## src/rtl/sdp_pkg.sv

```systemverilog
package sdp_pkg;
    // register selects
    localparam logic [1:0] SEL_TXD  = 2'd0;
    localparam logic [1:0] SEL_CTRL = 2'd1;
    localparam logic [1:0] SEL_RXD  = 2'd2;
    localparam logic [1:0] SEL_STAT = 2'd3;

    // control bit positions
    localparam int C_RUN   = 0;
    localparam int C_HALT  = 1;
    localparam int C_RX    = 2;
    localparam int C_MIRH  = 3;
    localparam int C_CRCTX = 4;
    localparam int C_ONE   = 5;
    localparam int C_CRCEN = 6;
    localparam int C_IRQEN = 7;

    // status bit positions
    localparam int S_BYTE  = 1;
    localparam int S_CRCER = 4;
    localparam int S_INNER = 6;
    localparam int S_MEDIA = 7;
endpackage

```

## src/rtl/sdp_bus_decode.sv

```systemverilog
module sdp_bus_decode
    import sdp_pkg::*;
(
    input  logic       en,
    input  logic       wr,
    input  logic       rd,
    input  logic [1:0] sel,
    output logic       wr_txd,
    output logic       wr_ctrl,
    output logic       rd_rxd,
    output logic       rd_stat,
    output logic       rd_ctrl
);
    always_comb begin
        wr_txd  = en && wr && (sel == SEL_TXD);
        wr_ctrl = en && wr && (sel == SEL_CTRL);
        rd_rxd  = en && rd && (sel == SEL_RXD);
        rd_stat = en && rd && (sel == SEL_STAT);
        rd_ctrl = en && rd && (sel == SEL_CTRL);
    end
endmodule

```

## src/rtl/sdp_crc_step.sv

```systemverilog
module sdp_crc_step #(
    parameter int          CRC_W    = 16,
    parameter logic [CRC_W-1:0] CRC_POLY = 16'h8408
) (
    input  logic [CRC_W-1:0] crc_in,
    input  logic             bit_in,
    output logic [CRC_W-1:0] crc_out
);
    logic fb;
    always_comb begin
        fb      = crc_in[0] ^ bit_in;
        crc_out = (crc_in >> 1) ^ (fb ? CRC_POLY : '0);
    end
endmodule

```

## src/rtl/sdp_read_mux.sv

```systemverilog
module sdp_read_mux #(
    parameter int DATA_W = 8
) (
    input  logic              rd_ctrl,
    input  logic              rd_rxd,
    input  logic              rd_stat,
    input  logic [DATA_W-1:0] ctrl_val,
    input  logic [DATA_W-1:0] rxd_val,
    input  logic [DATA_W-1:0] stat_val,
    output logic [DATA_W-1:0] rdata
);
    always_comb begin
        rdata = '0;
        if (rd_ctrl) rdata = ctrl_val;
        if (rd_rxd)  rdata = rxd_val;
        if (rd_stat) rdata = stat_val;
    end
endmodule

```

## src/rtl/serial_disk_port.sv

```systemverilog
module serial_disk_port
    import sdp_pkg::*;
#(
    parameter int               DATA_W   = 8,
    parameter int               CRC_W    = 16,
    parameter logic [CRC_W-1:0] CRC_POLY = 16'h8408
) (
    input  logic              clk,
    input  logic              rst_n,
    input  logic              disk_io_en,
    input  logic [1:0]        bus_addr,
    input  logic              bus_wr,
    input  logic              bus_rd,
    input  logic [DATA_W-1:0] bus_wdata,
    output logic [DATA_W-1:0] bus_rdata,
    input  logic              bit_tick,
    input  logic              ser_in,
    output logic              ser_out,
    input  logic              media_ok,
    input  logic              head_inner,
    output logic              motor_stop,
    output logic              mirror_h,
    output logic              irq
);
    localparam int CNT_W = $clog2(DATA_W);
    localparam logic [CNT_W-1:0] LAST_BIT = CNT_W'(DATA_W - 1);
    localparam logic [DATA_W-1:0] CTRL_RST = DATA_W'(1) << C_HALT;

    typedef struct packed {
        logic [DATA_W-1:0] shreg;
        logic [DATA_W-1:0] txbuf;
        logic [DATA_W-1:0] rxbuf;
        logic [DATA_W-1:0] ctrl;
        logic [CNT_W-1:0]  bitcnt;
        logic [CRC_W-1:0]  crc;
        logic              flag;
        logic              crc_err;
        logic              irq_pend;
    } state_t;

    state_t s_d, s_q;

    logic wr_txd, wr_ctrl, rd_rxd, rd_stat, rd_ctrl;
    logic run_active, rx_mode, line_bit, byte_done;
    logic [DATA_W-1:0] sh_next, ctrl_view, stat_view;
    logic [CRC_W-1:0]  crc_stepped;

    sdp_bus_decode u_dec (
        .en      (disk_io_en),
        .wr      (bus_wr),
        .rd      (bus_rd),
        .sel     (bus_addr),
        .wr_txd  (wr_txd),
        .wr_ctrl (wr_ctrl),
        .rd_rxd  (rd_rxd),
        .rd_stat (rd_stat),
        .rd_ctrl (rd_ctrl)
    );

    sdp_crc_step #(.CRC_W(CRC_W), .CRC_POLY(CRC_POLY)) u_crc (
        .crc_in  (s_q.crc),
        .bit_in  (line_bit),
        .crc_out (crc_stepped)
    );

    always_comb begin
        ctrl_view = s_q.ctrl;
        ctrl_view[C_ONE] = 1'b1;
        stat_view = '0;
        stat_view[S_BYTE]  = s_q.flag;
        stat_view[S_CRCER] = s_q.crc_err;
        stat_view[S_INNER] = head_inner;
        stat_view[S_MEDIA] = media_ok;
    end

    sdp_read_mux #(.DATA_W(DATA_W)) u_mux (
        .rd_ctrl  (rd_ctrl),
        .rd_rxd   (rd_rxd),
        .rd_stat  (rd_stat),
        .ctrl_val (ctrl_view),
        .rxd_val  (s_q.rxbuf),
        .stat_val (stat_view),
        .rdata    (bus_rdata)
    );

    // next-state logic
    always_comb begin
        s_d        = s_q;
        rx_mode    = s_q.ctrl[C_RX];
        run_active = disk_io_en && s_q.ctrl[C_RUN] && !s_q.ctrl[C_HALT];
        line_bit   = rx_mode ? ser_in : s_q.shreg[0];
        sh_next    = rx_mode ? {ser_in, s_q.shreg[DATA_W-1:1]} : (s_q.shreg >> 1);
        byte_done  = 1'b0;

        if (wr_txd)  s_d.txbuf = bus_wdata;
        if (wr_ctrl) s_d.ctrl  = bus_wdata;

        if (!s_q.ctrl[C_RUN]) begin
            s_d.bitcnt = '0;
            s_d.shreg  = '0;
        end else if (run_active && bit_tick) begin
            s_d.shreg = sh_next;
            if (s_q.ctrl[C_CRCEN]) s_d.crc = crc_stepped;
            if (s_q.bitcnt == LAST_BIT) begin
                byte_done  = 1'b1;
                s_d.bitcnt = '0;
                if (rx_mode) begin
                    s_d.rxbuf = sh_next;
                    if (s_q.ctrl[C_CRCTX] && s_q.ctrl[C_CRCEN])
                        s_d.crc_err = (crc_stepped != '0);
                end else if (s_q.ctrl[C_CRCTX]) begin
                    s_d.shreg = crc_stepped[DATA_W-1:0];
                end else begin
                    s_d.shreg = s_q.txbuf;
                end
            end else begin
                s_d.bitcnt = s_q.bitcnt + 1'b1;
            end
        end

        if (!s_q.ctrl[C_CRCEN]) begin
            s_d.crc     = '0;
            s_d.crc_err = 1'b0;
        end

        if (wr_txd || rd_rxd || rd_stat) s_d.flag = 1'b0;
        if (byte_done)                   s_d.flag = 1'b1;

        if (wr_ctrl || wr_txd || rd_rxd)            s_d.irq_pend = 1'b0;
        if (byte_done && s_q.ctrl[C_IRQEN])         s_d.irq_pend = 1'b1;
        if (!disk_io_en)                            s_d.irq_pend = 1'b0;
    end

    always_ff @(posedge clk) begin
        if (!rst_n) begin
            s_q      <= '0;
            s_q.ctrl <= CTRL_RST;
        end else begin
            s_q <= s_d;
        end
    end

    assign ser_out    = (run_active && !s_q.ctrl[C_RX]) ? s_q.shreg[0] : 1'b0;
    assign motor_stop = s_q.ctrl[C_HALT];
    assign mirror_h   = s_q.ctrl[C_MIRH];
    assign irq        = s_q.irq_pend && disk_io_en;
endmodule

```

## config.mk

```make
export PLATFORM = sky130hd
export DESIGN_NAME = serial_disk_port
export DESIGN_NICKNAME = d
export VERILOG_FILES = /design/src/rtl/sdp_pkg.sv /design/src/rtl/sdp_bus_decode.sv /design/src/rtl/sdp_crc_step.sv /design/src/rtl/sdp_read_mux.sv /design/src/rtl/serial_disk_port.sv
export SDC_FILE = /design/constraint.sdc
export NUM_CORES = 1
export LEC_CHECK = 0
export BUFFER_PORTS_ARGS = -buffer_cell sky130_fd_sc_hd__buf_2
export CAP_MARGIN = 20
export CELL_PAD_IN_SITES_DETAIL_PLACEMENT = 1
export CELL_PAD_IN_SITES_GLOBAL_PLACEMENT = 1
export CORE_ASPECT_RATIO = 0.6
export CORE_MARGIN = 5
export CORE_UTILIZATION = 26
export DETAILED_ROUTE_END_ITERATION = 8
export PLACE_DENSITY_LB_ADDON = 0.05
export RECOVER_POWER = 50
export SLEW_MARGIN = 10
export SYNTH_ARGS = -nofsm -noshare
export SYNTH_HDL_FRONTEND = slang
export SYNTH_SLANG_ARGS = --single-unit
```

## constraint.sdc

```tcl
create_clock -name clk -period 2.6 [get_ports clk]
set_clock_uncertainty 0.2 [all_clocks]
set_input_delay 0.52 -clock clk [delete_from_list [all_inputs] [get_ports clk]]
set_output_delay 0.52 -clock clk [all_outputs]
set_load 0.01 [all_outputs]
```

Yosys cells after proc, flatten, opt, wreduce, memory -nomap -nowiden
Index checks and enable logic that the tools add are counted.
Widths: inputs -> output; s select.
{ "totals": {"reg_bits": 54, "output_inout_bits": 12, "word_cells": 64} }
{ "op_classes": {"muxes": 18, "eq_ne": 4, "reduce_logical": 30, "n_bitwise": 2, "add_sub_neg": 1} }
{ "op_table": {"columns": ["cell", "count"], "rows": [
  ["$mux 8", 7],
  ["$mux 16", 1],
  ["$reduce_bool 16->1", 1],
  ["$xor 15x16->16", 1],
  ["$logic_and 1x1->1", 14],
  ["$mux 1", 9],
  ["$reduce_and 2->1", 3],
  ["$reduce_and 5->1", 1],
  ["$eq 2x2->1 const B", 2],
  ["$logic_or 1x1->1", 4],
  ["$reduce_and 4->1", 1],
  ["$reduce_bool 2->1", 2],
  ["$add 3x1->3 const B", 1],
  ["$eq 3x3->1 const B", 1],
  ["$mux 3", 1],
  ["$reduce_and 3->1", 1],
  ["$eq 2x1->1 const B", 1],
  ["$logic_not 1->1", 2],
  ["$logic_not 2->1", 1],
  ["$xor 1x1->1", 1]
]} }

Longest topological paths before layout
Gate-level depths: netlist of run 1.
{ "logic_depth": {"ltp_word": 7, "ltp_mapped": 7, "ltp_nobuf": 6} }

Cells and area by module
From an unflattened synthesis of run 1, not the netlist that was laid out.
{ "unflattened": {"cells_unflattened": 309, "hier_area_um2": 2643.8} }
{ "by_module_without_submodules": {"columns": ["mod", "cells_per_inst", "area_per_inst_um2", "seq_area_each_um2", "instances"], "rows": [
  ["serial_disk_port", 252, 2207.1, 1061.0, 1],
  ["sdp_read_mux", 35, 219.0, 0.0, 1],
  ["sdp_crc_step", 17, 161.4, 0.0, 1],
  ["sdp_bus_decode", 5, 56.3, 0.0, 1]
]} }

Least setup slack after synthesis of run 1
No wires, ideal clock.
{ "synth_path": {"path_kind": "input to output", "from": "input bus_rd", "to": "output bus_rdata[1]", "path_slack_ns": 0.551, "arrival_ns": 1.329, "path_stages": 4, "cell_sequence": "and3_1 clkbuf_1 o21ai_0 a21oi_1"} }
{ "synth_between": {"elab_chain_cells": 5, "elab_cells_between_ends": 7, "cone_classes": "mux: 3; reduce/logical: 4"} }
{ "synth_lines": {"columns": ["item", "line", "text"], "rows": [
  ["from (decl)", "serial_disk_port.sv:13", "input logic bus_rd,"],
  ["$logic_and 1x1->1 (*)", "sdp_bus_decode.sv:17, sdp_bus_decode.sv:18, sdp_bus_decode.sv:19", null],
  ["$logic_and 1x1->1", "sdp_bus_decode.sv:19", "rd_ctrl = en && rd && (sel == SEL_CTRL);"],
  ["$mux 8", "sdp_read_mux.sv:14", "if (rd_ctrl) rdata = ctrl_val;"],
  ["$mux 8", "sdp_read_mux.sv:15", "if (rd_rxd) rdata = rxd_val;"],
  ["$mux 8 (*)", "sdp_read_mux.sv:16", "if (rd_stat) rdata = stat_val;"],
  ["to (decl)", "serial_disk_port.sv:15", "output logic [DATA_W-1:0] bus_rdata,"]
]} }
Mark *: on every way between the ends. The rest lies on a longest branch, timed or not.

Worst setup path in the final report of run 1
{ "layout_path": {"from": "input disk_io_en", "to": "output bus_rdata[0]"} }
{ "layout_between": {"elab_chain_cells": 5, "elab_cells_between_ends": 7, "cone_classes": "mux: 3; reduce/logical: 4"} }
{ "layout_lines": {"columns": ["item", "line", "text"], "rows": [
  ["from (decl)", "serial_disk_port.sv:10", "input logic disk_io_en,"],
  ["$logic_and 1x1->1 (*)", "sdp_bus_decode.sv:17, sdp_bus_decode.sv:18, sdp_bus_decode.sv:19", null],
  ["$logic_and 1x1->1", "sdp_bus_decode.sv:19", null],
  ["$mux 8", "sdp_read_mux.sv:14", null],
  ["$mux 8", "sdp_read_mux.sv:15", null],
  ["$mux 8 (*)", "sdp_read_mux.sv:16", null]
]} }
Marks and branches as above.

==> results.tsv, run 1 <==
stage	metric	value	unit
synthesis	syn_nets	323	
sta	worst_slack	232	ps
die	core	0.00905	mm^2
clocking	clkSinkCount	53	
global_routing	grt_max_degree	26	
critical_path	r2r_start	motor_stop	
synthesis	syn_inst	302	
drt	vias	2165	
critical_path	timing.rr.end	s_q[19]	
synthesis	synth-seq-cells	53	
drt	dr.pass1.iters	4	
final_layout	stdcell_count	446	
critical_path	worstPathMaxFanout	8	
power_and_ir_drop	vdd_drop_max	0.231	mV
sta	period_share	0.911	
die	dieArea	0.0112	mm^2
power_and_ir_drop	pwr-share-seq	0.526	
critical_path	crit_required	1880	ps
clocking	post-cts-setup-buffer-count	0	
sta	grt_setup_unrepaired	false	
die	die_h	84.1	um
drt	final_antenna_net_count	0	
global_routing	met2_usage	0.180	
synthesis	synth_cell_types	34	
power_and_ir_drop	internal_power	1.23	mW
drt	drtIter0Drc	100	
global_routing	antenna_found_initial	0	
critical_path	worstSetupPathType	input pin to output pin	
final_layout	postLayoutCellArea	0.00280	mm^2
synthesis	netlist_area	0.00238	mm^2
global_routing	first_global_vias	2211	
clocking	clk_latency	290	ps
place	place_area	0.00267	mm^2
sta	slew_headroom	0.179	
critical_path	critPathLaunchType	input pin	
global_routing	grtUsageMet1	0.231	
final_layout	nFillCells	1107	
global_routing	gr-total-overflow	0	
run_status	status	complete, no violations	
sta	period_needed	2370	ps
critical_path	critPathCaptureType	output pin	
critical_path	r2r_cells	5	
global_routing	grt_pass1_wl	12.3	mm
sta	setup_tns	0	ps
final_layout	diodes	0	
clocking	cts-resized-gates	0	
power_and_ir_drop	clkPwrFrac	0.427	
place	hpwl	5.64	mm
clocking	cts_tree	yes	
final_layout	areaGrowthSynthToFinish	17.6	%
power_and_ir_drop	swShare	0.216	
drt	drc	0	
drt	wl	7.48	mm
global_routing	grt.met3_usage	0.0341	
sta	max_freq	422	MHz
drt	routedWlPerCell	16.8	um
final_layout	layout_commonest_cell	nand2_1	
clocking	clockBufferDepth	2	
final_layout	layout-drive-gt1-share	0.145	
die	die_x	134	um
clocking	root_buffer	clkbuf_16	
min_path	min_delay_worst_endpoint	s_q[20]	
sta	setup_viol	0	
power_and_ir_drop	pwr-share-comb	0.047	
global_routing	busiest_layer	met1	
die	initial_core_util	0.263	
sta	hold_viol_final	0	
min_path	hp-start	s_q[20]	
run	cap_violations	0	
place	dp_slack	231	ps
place	place.gp.congestion	0.761	
power_and_ir_drop	power.switching	338	uW
place	placedCellCount	439	
global_routing	grt.total_usage	0.141	
sta	tightestPinTransition	1230	ps
synthesis	yosysWarnings	0	
clocking	clk_pin_slew	60	ps
power_and_ir_drop	leakagePower	0.925	nW
min_path	holdPathStages	2	
final_layout	multi_input_area	0.00123	mm^2
critical_path	reg2reg_slack	490	ps
place	port_buffers	30	
min_path	hold_path_class	register to register	
clocking	cts_made_buffers	5	
sta	finalMaxSlewViolations	0	
critical_path	arrival	1650	ps
synthesis	seq_area_frac_synth	0.445	
final_layout	regArea	0.00106	mm^2
final_layout	final_cell_mix	nand2_1 (99), dfxtp_1 (53), a21oi_1 (31)	
clocking	htreeDepth	2	
synthesis	syn_area_per_cell	7.89	um^2
drt	vias_per_cell	4.85	
clocking	ctsHoldBuffers	0	
power_and_ir_drop	cellPowerDensity	558	mW/mm^2
final_layout	nets	351	
die	num_rows	27	
die	io_pins	31	
worst max-delay path by stage:
stage / depth (start not counted) / from / slack, ps / endpoint
after detailed placement: 6 / disk_io_en / 230 / bus_rdata[0]
after global placement: 6 / disk_io_en / 270 / bus_rdata[2]
after global routing: 6 / disk_io_en / 50 / bus_rdata[2]
final: 6 / disk_io_en / 230 / bus_rdata[0]
after floorplan: 4 / bus_rd / 550 / bus_rdata[1]
after CTS: 6 / disk_io_en / 230 / bus_rdata[0]
synth_stat cells:
| library cell | n | area (um^2) |
|---|---|---|
| a21o_1 | 1 | 7.51 |
| nor2b_1 | 3 | 18.8 |
| inv_1 | 1 | 3.75 |
| a22oi_1 | 4 | 30.0 |
| nand2_1 | 99 | 372 |
| a21oi_2 | 1 | 8.76 |
| nor2_1 | 11 | 41.3 |
| and3_1 | 4 | 25.0 |
| buf_2 | 5 | 25.0 |
| nand4b_1 | 1 | 8.76 |
| nand4_1 | 1 | 6.26 |
| a311oi_2 | 2 | 30.0 |
| dfxtp_1 | 53 | 1060 |
| a211oi_1 | 2 | 15.0 |
| o211ai_1 | 6 | 45.0 |
| nor4bb_1 | 1 | 10.0 |
| ha_1 | 2 | 25.0 |
| a221oi_1 | 1 | 8.76 |
| mux2i_1 | 7 | 70.1 |
| and2_1 | 1 | 6.26 |
| clkbuf_1 | 13 | 48.8 |
| nand2b_1 | 2 | 12.5 |
| o21ai_0 | 5 | 25.0 |
| nand3_1 | 7 | 35.0 |
| mux2_2 | 1 | 11.3 |
| a31o_2 | 1 | 8.76 |
| buf_4 | 2 | 15.0 |
| a21boi_0 | 22 | 165 |
| nor4_1 | 3 | 18.8 |
| nor3_1 | 3 | 15.0 |
| a21oi_1 | 31 | 155 |
| nor4b_1 | 1 | 8.76 |
| and4b_1 | 1 | 10.0 |
| xnor2_1 | 4 | 35.0 |
state kept, by name (all words and copies together) (netlist names):
| name | cells |
|---|---|
| ctrl_view | 5 |
| mirror_h | 1 |
| motor_stop | 1 |
| s_q | 46 |
final cells by class:
class                   count  share of cell area
clock buffers               7              0.0509
multi-input cells         228               0.439
repair buffers             41              0.0786
inverters                   1             0.00134
well taps                 116              0.0518
flip-flops and latches     53               0.379
worst max-delay path: stages:
cell and delay (ps):
buf_2 150, nor2b_1 170, and3_1 370, a22oi_1 140, a21oi_1 140, buf_2 150
cells by family (layout without fill, tap and decap cells):
family                   after synthesis  in the layout  share of synthesized area
AND/OR/NAND/NOR                      138            138                      0.247
AO/OA/AOI/OAI                         76             76                      0.210
flip-flops                            53             53                      0.445
buffers and inverters                 21             49                     0.0389
multiplexers                           8              8                     0.0341
XOR/XNOR                               4              4                     0.0147
adder cells (fa/ha/maj)                2              2                     0.0105
per-stage QoR:
step	hold WS (ps)	total power, mW	util
after floorplan	234	0.875	-
after global placement	247	0.917	0.295
after detailed placement	257	0.917	0.295
after CTS	267	1.59	0.311
after global routing	279	1.65	0.309
final	261	1.56	0.309
power groups by stage:
stage | combinational [mW] | clock, mW | sequential [mW]
3_3_place_gp | 0.0748 | 0 | 0.842
2_1_floorplan | 0.0369 | 0 | 0.838
3_5_place_dp | 0.0747 | 0 | 0.842
4_1_cts | 0.0750 | 0.696 | 0.823
6_report | 0.0733 | 0.668 | 0.823
5_1_grt | 0.0822 | 0.742 | 0.824
per-layer routing:
metal  vias up  share of wire
met3         8          0.030
li1       1084              -
met5         -              0
met2        23           0.38
met4         0         0.0068
met1      1050           0.58
Power figures use the tool's default switching activity.
==> run 2, diff against run 1 <==
==> constraint.sdc (replaced) <==
create_clock -name clk -period 2.5 [get_ports clk]
set_clock_uncertainty 0.2 [all_clocks]
set_input_delay 0.5 -clock clk [delete_from_list [all_inputs] [get_ports clk]]
set_output_delay 0.5 -clock clk [all_outputs]
set_load 0.01 [all_outputs]
==> results.tsv, run 2 (synthesis results as in run 1) <==
stage	metric	value	unit
critical_path	critPathLaunchType	input pin	
sta	period_share	0.935	
drt	drtIter0Drc	93	
critical_path	arrival	1640	ps
critical_path	r2r_cells	4	
sta	grt_setup_unrepaired	false	
global_routing	gr-total-overflow	0	
final_layout	largest_reg_flops	46	
power_and_ir_drop	vdd_drop_max	0.228	mV
critical_path	worstPathMaxFanout	12	
drt	wl	7.55	mm
power_and_ir_drop	leakagePower	0.921	nW
global_routing	grt.total_usage	0.139	
die	io_pins	31	
final_layout	areaGrowthSynthToFinish	17.5	%
final_layout	layout_commonest_cell	nand2_1	
clocking	htreeDepth	2	
sta	worst_slack	163	ps
critical_path	path_buf_inv	4	
place	dp_slack	189	ps
sta	slew_headroom	0.465	
drt	vias_per_cell	4.74	
clocking	clockBufferDepth	2	
drt	dr.pass1.iters	4	
clocking	cts_made_buffers	5	
die	num_rows	27	
place	placedCellCount	440	
critical_path	path_common_cell	clkbuf_1	
power_and_ir_drop	cellPowerDensity	577	mW/mm^2
min_path	holdPathStages	3	
critical_path	worstSetupPathType	input pin to output pin	
final_layout	fin_util	0.309	
final_layout	stdcell_count	448	
sta	period_needed	2340	ps
die	die_x	134	um
final_layout	nets	352	
place	place.gp.congestion	0.765	
sta	tightestPinTransition	802	ps
clocking	ctsHoldBuffers	0	
sta	hold_viol_final	0	
drt	drc	0	
critical_path	critPathCaptureType	output pin	
final_layout	final_cell_mix	nand2_1 (99), dfxtp_1 (53), a21oi_1 (31)	
clocking	clk_pin_slew	70	ps
critical_path	cp_slowest_stage_delay	440	ps
sta	max_freq	428	MHz
critical_path	crit_required	1800	ps
die	die_h	84.1	um
drt	vias	2125	
critical_path	cp_top_family	buffers and inverters	
power_and_ir_drop	finalPower	1.61	mW
final_layout	regMostFlops	s_q	
die	dieArea	0.0112	mm^2
clocking	root_buffer	clkbuf_16	
sta	setup_tns	0	ps
critical_path	crit_chain	clkbuf_1, clkbuf_1, inv_1, a31o_2, buf_2	
global_routing	first_global_vias	2157	
run_status	status	complete, no violations	
die	core	0.00905	mm^2
final_layout	layout-drive-gt1-share	0.142	
clocking	cts_tree	yes	
clocking	clk_latency	300	ps
clocking	cts-resized-gates	0	
min_path	hold_path_class	input pin to register	
drt	routedWlPerCell	16.9	um
run	cap_violations	0	
die	initial_core_util	0.263	
global_routing	grt_pass1_wl	12.1	mm
clocking	post-cts-setup-buffer-count	0	
place	hpwl	5.74	mm
global_routing	grt_max_degree	26	
critical_path	crit_slowest_cell	clkbuf_1	
sta	finalMaxSlewViolations	0	
sta	setup_viol	0	
global_routing	antenna_found_initial	0	
place	port_buffers	30	
final_layout	diodes	0	
clocking	clkSinkCount	53	
drt	final_antenna_net_count	0	
critical_path	cp.depth	5	
[run 2: path summary, 6_finish.rpt]
check                                   from  slack [ps]            to
worst max-delay path             bus_addr[0]         160  bus_rdata[5]
worst min-delay path            bus_wdata[5]         260       s_q[43]
worst max register to register  ctrl_view[0]         470       s_q[52]
worst min register to register       s_q[42]         260       s_q[42]
[run 2: per-stage QoR]
step | area (um^2) | hold slack (ps)
floorplan | 2380 | 234
finish | 2800 | 255
global placement | 2680 | 246
detailed placement | 2680 | 259
global route | 2800 | 255
CTS | 2820 | 255
[run 2: worst reg2reg max path, delay by kind of cell, from the launching register on]
kind / cells / cell delay, ps
AOI/OAI and AO/OA: 2 / 360
buffers and inverters: 1 / 620
DFF: 1 / 490
and+or+nand+nor: 1 / 280
[run 2: cell type report]
class | count | area, um^2
Clock buffer | 6 | 129
Clock inverter | 2 | 10.0
Fill cell | 1119 | 6250
Inverter | 1 | 3.75
Multi-Input combinational cell | 228 | 1230
Sequential cell | 53 | 1060
Tap cell | 116 | 145
Timing Repair Buffer | 42 | 221
[run 2: where the power goes]
part	total (mW)	internal (mW)	switching (mW)
clock network	0.684	0.369	0.315
registers	0.856	0.849	0.00706
logic	0.0744	0.0303	0.0442
[run 2: layer usage]
metal | track usage | vias up | share of wire
li1 | - | 1091 | -
met1 | 0.226 | 1010 | 0.58
met2 | 0.176 | 17 | 0.38
met3 | 0.0371 | 7 | 0.030
met4 | 0.0289 | 0 | 0.0072
met5 | 0 | - | 0
